### src/rtl/dtc_pkg.sv
package dtc_pkg;

  localparam int VA_W      = 64;
  localparam int NFAULT    = 8;
  localparam int TAG_LOW_W = 13;

  // fault bit positions (priority order inside the hit checks matters)
  localparam int F_ALIGN   = 0;
  localparam int F_RANGE   = 1;
  localparam int F_RMISS   = 2;
  localparam int F_VMISS   = 3;
  localparam int F_PRIV    = 4;
  localparam int F_PROT    = 5;
  localparam int F_NFPAGE  = 6;
  localparam int F_SIDEEFF = 7;

  typedef enum logic [1:0] {
    CS_PRI = 2'd0,
    CS_SEC = 2'd1,
    CS_NUC = 2'd2,
    CS_RSV = 2'd3
  } ctxsel_e;

  typedef struct packed {
    logic [15:0] sec_ctx;
    logic [15:0] pri_ctx;
    logic [2:0]  tl;
    logic [7:0]  part;
    logic        xlate_en;
    logic        amask;
    logic        priv;
    logic        red;
    logic        hpriv;
  } dtc_state_t;

  function automatic logic dtc_misaligned(input logic [VA_W-1:0] va,
                                          input logic [1:0] size);
    logic [3:0] m;
    m = (4'd1 << size) - 4'd1;
    return |(va[2:0] & m[2:0]);
  endfunction

  function automatic logic [VA_W-1:0] dtc_compose(input logic [VA_W-1:0] frame,
                                                  input logic [VA_W-1:0] va,
                                                  input logic [5:0] shift);
    logic [VA_W-1:0] m;
    m = (64'd1 << shift) - 64'd1;
    return (frame & ~m) | (va & m);
  endfunction

  function automatic logic [VA_W-1:0] dtc_tag(input logic [VA_W-1:0] va,
                                              input logic [15:0] ctx);
    return {va[VA_W-1:TAG_LOW_W], ctx[TAG_LOW_W-1:0]};
  endfunction

endpackage

### src/rtl/dtc_state_decode.sv
module dtc_state_decode
  import dtc_pkg::*;
(
  input  logic [63:0] word,
  output dtc_state_t  st
);
  always_comb begin
    st.hpriv    = word[0];
    st.red      = word[1];
    st.priv     = word[2];
    st.amask    = word[3];
    st.xlate_en = word[5];
    st.part     = word[15:8];
    st.tl       = word[18:16];
    st.pri_ctx  = word[47:32];
    st.sec_ctx  = word[63:48];
  end
endmodule

### src/rtl/dtc_precheck.sv
module dtc_precheck
  import dtc_pkg::*;
#(
  parameter logic [63:0] HOLE_LO = 64'h0000_8000_0000_0000,
  parameter logic [63:0] HOLE_HI = 64'hFFFF_7FFF_FFFF_FFFF
)(
  input  dtc_state_t       st,
  input  logic [VA_W-1:0]  va,
  input  logic [1:0]       size,
  input  logic             implicit_sp,
  input  logic             real_sp,
  input  logic [1:0]       ctxsel,
  output logic [VA_W-1:0]  eff_va,
  output logic [15:0]      ctx,
  output logic             use_real,
  output logic             byp_now,
  output logic             byp_late,
  output logic             f_align,
  output logic             f_range,
  output logic             need_lookup,
  output logic [VA_W-1:0]  byp_va
);
  logic misal, in_hole, late_ok;

  always_comb begin
    eff_va   = st.amask ? {32'h0, va[31:0]} : va;
    misal    = dtc_misaligned(va, size);
    in_hole  = (eff_va >= HOLE_LO) && (eff_va <= HOLE_HI);
    byp_now  = st.hpriv && implicit_sp;
    f_align  = !byp_now && misal;
    f_range  = !byp_now && !misal && in_hole;
    late_ok  = st.hpriv && !implicit_sp && !real_sp;
    byp_late = late_ok && !f_align && !f_range;
    use_real = (!st.xlate_en && !st.hpriv && !st.red) || real_sp;
    need_lookup = !byp_now && !f_align && !f_range && !late_ok;
    byp_va   = byp_now ? va : eff_va;
    if (implicit_sp) begin
      ctx = (st.tl == 3'd0) ? st.pri_ctx : 16'h0;
    end else begin
      unique case (ctxsel_e'(ctxsel))
        CS_PRI:  ctx = st.pri_ctx;
        CS_SEC:  ctx = st.sec_ctx;
        default: ctx = 16'h0;
      endcase
    end
  end
endmodule

### src/rtl/dtc_perm_check.sv
module dtc_perm_check
  import dtc_pkg::*;
#(
  parameter int PA_W = 40
)(
  input  logic             hit,
  input  logic [PA_W-1:0]  frame,
  input  logic [5:0]       shift,
  input  logic             pg_priv,
  input  logic             pg_wr,
  input  logic             pg_nf,
  input  logic             pg_se,
  input  logic             acc_priv,
  input  logic             acc_write,
  input  logic             acc_nf_space,
  input  logic             acc_real,
  input  logic [VA_W-1:0]  va,
  input  logic [15:0]      ctx,
  output logic [NFAULT-1:0] fault,
  output logic             ok,
  output logic [PA_W-1:0]  pa,
  output logic             uncache,
  output logic             tag_wr,
  output logic [VA_W-1:0]  tag
);
  logic viol_priv, viol_prot, viol_nf, viol_se;
  logic [VA_W-1:0] pa64;

  assign viol_priv = pg_priv && !acc_priv;
  assign viol_prot = acc_write && !pg_wr;
  assign viol_nf   = pg_nf && !acc_nf_space;
  assign viol_se   = pg_se && acc_nf_space;
  assign pa64      = dtc_compose({{(VA_W-PA_W){1'b0}}, frame}, va, shift);

  always_comb begin
    fault   = '0;
    ok      = 1'b0;
    pa      = '0;
    uncache = 1'b0;
    if (!hit) begin
      if (acc_real) fault[F_RMISS] = 1'b1;
      else          fault[F_VMISS] = 1'b1;
    end else if (viol_priv) begin
      fault[F_PRIV] = 1'b1;
    end else if (viol_prot) begin
      fault[F_PROT] = 1'b1;
    end else if (viol_nf) begin
      fault[F_NFPAGE] = 1'b1;
    end else if (viol_se) begin
      fault[F_SIDEEFF] = 1'b1;
    end else begin
      ok      = 1'b1;
      pa      = pa64[PA_W-1:0];
      uncache = pg_se;
    end
    tag_wr = !ok;
    tag    = tag_wr ? dtc_tag(va, ctx) : '0;
  end
endmodule

### src/rtl/dtc_top.sv
module dtc_top
  import dtc_pkg::*;
#(
  parameter int          PA_W    = 40,
  parameter logic [63:0] HOLE_LO = 64'h0000_8000_0000_0000,
  parameter logic [63:0] HOLE_HI = 64'hFFFF_7FFF_FFFF_FFFF
)(
  input  logic              clk,
  input  logic              rst_n,
  input  logic              req_valid,
  output logic              req_ready,
  input  logic [63:0]       req_state,
  input  logic [63:0]       req_va,
  input  logic [1:0]        req_size,
  input  logic              req_write,
  input  logic              req_implicit,
  input  logic              req_real,
  input  logic              req_nofault,
  input  logic [1:0]        req_ctxsel,
  output logic              lk_en,
  output logic [63:0]       lk_va,
  output logic [15:0]       lk_ctx,
  output logic [7:0]        lk_part,
  output logic              lk_real,
  input  logic              lk_hit,
  input  logic [PA_W-1:0]   lk_pa,
  input  logic [5:0]        lk_shift,
  input  logic              lk_priv,
  input  logic              lk_writable,
  input  logic              lk_nofault,
  input  logic              lk_sideeff,
  output logic              rsp_valid,
  input  logic              rsp_ready,
  output logic              rsp_ok,
  output logic [PA_W-1:0]   rsp_pa,
  output logic              rsp_uncache,
  output logic [NFAULT-1:0] rsp_fault,
  output logic              rsp_tag_wr,
  output logic [63:0]       rsp_tag
);
  dtc_state_t st;
  logic [VA_W-1:0] eff_va, byp_va;
  logic [15:0] ctx;
  logic use_real, byp_now, byp_late, f_align, f_range, need_lookup;
  logic accept;

  logic [NFAULT-1:0] pc_fault;
  logic pc_ok, pc_unc, pc_tag_wr;
  logic [PA_W-1:0] pc_pa;
  logic [VA_W-1:0] pc_tag;

  logic [NFAULT-1:0] n_fault;
  logic n_ok, n_unc, n_tag_wr;
  logic [PA_W-1:0] n_pa;
  logic [VA_W-1:0] n_tag;

  dtc_state_decode u_dec (.word(req_state), .st(st));

  dtc_precheck #(.HOLE_LO(HOLE_LO), .HOLE_HI(HOLE_HI)) u_pre (
    .st(st), .va(req_va), .size(req_size), .implicit_sp(req_implicit),
    .real_sp(req_real), .ctxsel(req_ctxsel), .eff_va(eff_va), .ctx(ctx),
    .use_real(use_real), .byp_now(byp_now), .byp_late(byp_late),
    .f_align(f_align), .f_range(f_range), .need_lookup(need_lookup),
    .byp_va(byp_va)
  );

  dtc_perm_check #(.PA_W(PA_W)) u_perm (
    .hit(lk_hit), .frame(lk_pa), .shift(lk_shift), .pg_priv(lk_priv),
    .pg_wr(lk_writable), .pg_nf(lk_nofault), .pg_se(lk_sideeff),
    .acc_priv(st.priv), .acc_write(req_write), .acc_nf_space(req_nofault),
    .acc_real(use_real), .va(eff_va), .ctx(ctx), .fault(pc_fault),
    .ok(pc_ok), .pa(pc_pa), .uncache(pc_unc), .tag_wr(pc_tag_wr),
    .tag(pc_tag)
  );

  assign req_ready = !rsp_valid || rsp_ready;
  assign accept    = req_valid && req_ready;
  assign lk_en     = accept && need_lookup;
  assign lk_va     = eff_va;
  assign lk_ctx    = ctx;
  assign lk_part   = st.part;
  assign lk_real   = use_real;

  always_comb begin
    n_fault  = '0;
    n_ok     = 1'b0;
    n_pa     = '0;
    n_unc    = 1'b0;
    n_tag_wr = 1'b0;
    n_tag    = '0;
    if (f_align) begin
      n_fault[F_ALIGN] = 1'b1;
    end else if (f_range) begin
      n_fault[F_RANGE] = 1'b1;
    end else if (byp_now || byp_late) begin
      n_ok = 1'b1;
      n_pa = byp_va[PA_W-1:0];
    end else begin
      n_fault  = pc_fault;
      n_ok     = pc_ok;
      n_pa     = pc_pa;
      n_unc    = pc_unc;
      n_tag_wr = pc_tag_wr;
      n_tag    = pc_tag;
    end
  end

  always_ff @(posedge clk) begin
    if (!rst_n) begin
      rsp_valid   <= 1'b0;
      rsp_ok      <= 1'b0;
      rsp_pa      <= '0;
      rsp_uncache <= 1'b0;
      rsp_fault   <= '0;
      rsp_tag_wr  <= 1'b0;
      rsp_tag     <= '0;
    end else if (accept) begin
      rsp_valid   <= 1'b1;
      rsp_ok      <= n_ok;
      rsp_pa      <= n_pa;
      rsp_uncache <= n_unc;
      rsp_fault   <= n_fault;
      rsp_tag_wr  <= n_tag_wr;
      rsp_tag     <= n_tag;
    end else if (rsp_ready) begin
      rsp_valid   <= 1'b0;
    end
  end


  onehot_result_chk: assert property (@(posedge clk) disable iff (!rst_n)
    rsp_valid |-> $countones({rsp_ok, rsp_fault}) == 1);


  rsp_hold_chk: assert property (@(posedge clk) disable iff (!rst_n)
    rsp_valid && !rsp_ready |=> rsp_valid && $stable(rsp_fault)
      && $stable(rsp_pa) && $stable(rsp_tag) && $stable(rsp_ok));


  uncache_ok_chk: assert property (@(posedge clk) disable iff (!rst_n)
    rsp_valid && rsp_uncache |-> rsp_ok);


  tag_src_chk: assert property (@(posedge clk) disable iff (!rst_n)
    rsp_valid && rsp_tag_wr |-> (rsp_fault[NFAULT-1:F_RMISS] != '0));


  align_nolookup_chk: assert property (@(posedge clk) disable iff (!rst_n)
    accept && f_align |-> !lk_en);


  miss_tag_chk: assert property (@(posedge clk) disable iff (!rst_n)
    lk_en && !lk_hit |=> rsp_tag_wr && !rsp_ok);


  bypass_nolookup_chk: assert property (@(posedge clk) disable iff (!rst_n)
    accept && byp_now |=> rsp_ok && !rsp_uncache && !rsp_tag_wr);

endmodule

### config.mk
export PLATFORM = sky130hd
export DESIGN_NAME = dtc_top
export DESIGN_NICKNAME = d
export VERILOG_FILES = /design/src/rtl/dtc_pkg.sv /design/src/rtl/dtc_state_decode.sv /design/src/rtl/dtc_precheck.sv /design/src/rtl/dtc_perm_check.sv /design/src/rtl/dtc_top.sv
export SDC_FILE = /design/constraint.sdc
export NUM_CORES = 1
export LEC_CHECK = 0
export ABC_CLOCK_PERIOD_IN_PS = 3500
export BUFFER_PORTS_ARGS = -buffer_cell sky130_fd_sc_hd__buf_2
export CORE_AREA = 2 2 155 157
export DETAILED_ROUTE_END_ITERATION = 16
export DIE_AREA = 0 0 157 159
export MAX_ROUTING_LAYER = met4
export PLACE_DENSITY = 0.61
export RECOVER_POWER = 100
export SKIP_LAST_GASP = 1
export SLEW_MARGIN = 20
export SYNTH_ARGS = -nofsm -noshare
export SYNTH_HDL_FRONTEND = slang
export SYNTH_SLANG_ARGS = --single-unit
export TNS_END_PERCENT = 30
### constraint.sdc
create_clock -name clk -period 3.5 [get_ports clk]
set_input_delay 1.05 -clock clk [delete_from_list [all_inputs] [get_ports clk]]
set_output_delay 1.05 -clock clk [all_outputs]
set_load 0.01 [all_outputs]
==> reports/qor.tcl <==
set qor(worst_reg2reg_path_length_in_cells) 7
set qor(worst_r2r_startpoint) {rsp_valid}
set qor(cts_tree) {done}
set qor(detail_route.iter0.violations) 451
set qor(final_area_um2) 8830
set qor(outcome) {complete, no violations}
set qor(layout_commonest_cell) {clkbuf_1}
set qor(core_um2) 23200
set qor(crit_path_cell_trace) {buf_2, nand4_1, nor4_4, a221oi_2, or4_4, inv_2, buf_6}
set qor(place.detailed.hpwl_um) 20500
set qor(clk_pin_slew_worst_paths_ns) 0.06
set qor(drt_pre_antenna_iters) 5
set qor(vias) 7167
set qor(totalWireLength_um) 26800
set qor(cts-root-to-sink-buffers) 2
set qor(pwr_density_cell_nw_per_um2) 418
set qor(setup_viol) 0
set qor(die_x_extent_um) 157
set qor(drive_above_1_share_pct) 24.6
set qor(tightestPinTransition_ns) 1.44
set qor(grt_antenna_before_repair) 3
set qor(placement.io_buffers) 365
set qor(finalClockSkew_ns) 0.00722
set qor(synth-edff-count) 0
set qor(clock_sinks) 116
set qor(postSynthAreaPerCell_um2) 8.25
set qor(yosysWarningCount) 0
set qor(leakagePower_uw) 0.00348
set qor(grt_overflow) 0
set qor(cp_slowest_cell) {or4_4}
set qor(crit_required_ns) 2.45
set qor(mappedNetlistArea_um2) 6450
set qor(cts-hold-fix-buffers) 0
set qor(gp_routability_congestion) 0.924
set qor(area_delta_synth_final_pct) 36.8
set qor(timing_hold_violations_final) 0
set qor(root_buffer) {clkbuf_16}
set qor(ys_seq_elements) 116
set qor(totalPowerFinal_uw) 3690
set qor(clk-insertion-delay-late_ns) 0.42
set qor(ys_types) 64
set qor(timing.rr.end) {rsp_pa[17]}
set qor(async_flop_share_pct) 0
set qor(worst_case_vdd_ir_drop_mv) 0.286
set qor(rsz_0062_raised_after_global_routing) {yes}
set qor(timing.critical_path.to) {lk_en}
set qor(hold-worst-slack_ns) 0.450
set qor(global_route_wire_length_before_repair_um) 39600
set qor(min_period_over_period_pct) 99.5
set qor(hold_path.class) {reg -> reg}
set qor(syn-instance-count) 782
set qor(max_freq_mhz) 287
set qor(slew_headroom_pct) 4.07
set qor(wl_per_cell_um) 18.4
set qor(reg2reg_slack_ns) 0.70
set qor(worst-path-max-fanout) 3
set qor(max-cap-violations) 0
set qor(placedInstanceArea_um2) 8560
set qor(cp-startpoint) {req_va[52]}
set qor(yosys_most_used_dff) {dfxtp_1}
set qor(slowest_delay_ns) 0.46
set qor(path_class) {in -> out}
set qor(preCtsSetupSlack_ns) -0.143
set qor(postSynthNetCount) 974
set qor(gr-usage-all-layers_pct) 21.5
set qor(clock_tree.htree_level_count) 4
set qor(fin_crit_ns) 3.48
set qor(startpoint_type) {input port}
set qor(start_util_pct) 27.8
set qor(core.rowCount) 56
set qor(cp.arrival_ns) 2.43
set qor(layout_common_cells) {194 x clkbuf_1, 168 x buf_2, 116 x dfxtp_1, 93 x nor2b_1, 83 x nand2_1}
set qor(timing_max_transition_violations_final) 0
set qor(routed_via_density) 4.94
set qor(first_global_vias) 6811
set qor(io_pins) 398
set qor(grt_max_degree) 80
set qor(cts-buffers-inserted) 17
set qor(fp.dieArea_um2) 25000
set qor(drc_errors) 0
set qor(floorplan.die.height_um) 159
set qor(setup.worst_path.end_class) {primary output}
set qor(num-nets-final) 1310
set qor(drt.antenna.violating_nets) 0
set qor(ys_seq_area_share_pct) 36.0
set qor(timing.final.ws_setup_ns) 0.0185
## kinds of logic after synthesis
group / count (synthesis) / share of synthesized area (%)
AOI/OAI and AO/OA: 242 / 26.8
buffers and inverters: 115 / 9.42
adders and majority gates: 1 / 0.194
and+or+nand+nor: 278 / 23.0
xor gates and xnor gates: 6 / 0.814
DFF: 116 / 36.0
muxes: 24 / 3.76
## worst min path at each step
stage / startpoint / end / cells after the start
after floorplan: rsp_pa[14] / rsp_pa[14] / 2
after global placement: rsp_pa[35] / rsp_pa[35] / 2
after global routing: rsp_pa[20] / rsp_pa[20] / 2
after detailed placement: rsp_pa[19] / rsp_pa[19] / 2
after CTS: rsp_pa[39] / rsp_pa[39] / 2
final: rsp_pa[13] / rsp_pa[13] / 2
## layer usage
layer | GRT usage, % | routed length [um] | vias up
li1 | - | - | 3469
met1 | 26.3 | 11400 | 3324
met2 | 35.2 | 12900 | 333
met3 | 4.03 | 1820 | 41
met4 | 7.38 | 628 | 0
met5 | - | 0 | -
## critical path, delay by kind of cell
kind / cells / cell delay, ns
AND/OR/NAND/NOR: 3 / 0.96
buffers and inverters: 3 / 0.30
AO/OA/AOI/OAI: 1 / 0.12
## stage by stage
| stage | TNS (ns) | utilization (%) | cells |
|---|---|---|---|
| floorplan | 0 | - | 782 |
| global placement | -0.0975 | 36.9 | 1417 |
| detailed placement | -0.143 | 36.9 | 1417 |
| CTS | 0 | 39.5 | 1449 |
| global route | -0.448 | 38.1 | 1451 |
| finish | 0 | 38.1 | 1451 |
## sequential cells by signal, indices dropped and copies added (netlist names)
name         count
rsp_uncache      1
rsp_fault        8
rsp_tag_wr       1
rsp_pa          40
rsp_valid        1
rsp_ok           1
rsp_tag         64
## cells in the mapped netlist (5+ instances only)
library cell	number	area, um^2
nand2_1	83	312
nor2b_1	93	582
nand4_1	5	31.3
a21boi_2	10	113
o21ai_0	64	320
buf_2	9	45.0
a21boi_0	11	82.6
o211ai_1	6	45.0
nor2_1	18	67.6
a22oi_1	52	390
clkbuf_1	46	173
o31ai_1	5	37.5
mux2i_1	22	220
nor4_1	8	50.1
o21a_1	5	37.5
a21oi_1	27	135
a32oi_1	19	166
a22o_1	16	140
nor3_1	16	80.1
and2_1	5	31.3
and3_1	5	31.3
dfxtp_1	116	2320
nand2b_1	6	37.5
buf_4	40	300
inv_1	14	52.6
nand3_1	23	115
## final cells by class
cell class	instances	area (um^2)
Fill cell	2536	14400
Multi-Input combinational cell	551	3510
Sequential cell	116	2320
Timing Repair Buffer	418	1970
Clock buffer	17	425
Tap cell	319	399
Clock inverter	15	153
Inverter	14	52.6
Antenna cell	1	2.50
## where the power goes
part	leakage, uW	switching [uW]	internal [uW]
Combinational	0.00226	375	241
Sequential	0.000937	11.2	1340
Clock	0.000283	770	951
Total	0.00348	1160	2530
## timing repair
item	CTS	global route
setup buffers	0	1
pin swaps	4	1
resized for setup	4	0
endpoints found under the setup margin	1	1
No activity file was read; power rests on OpenSTA's default activity.
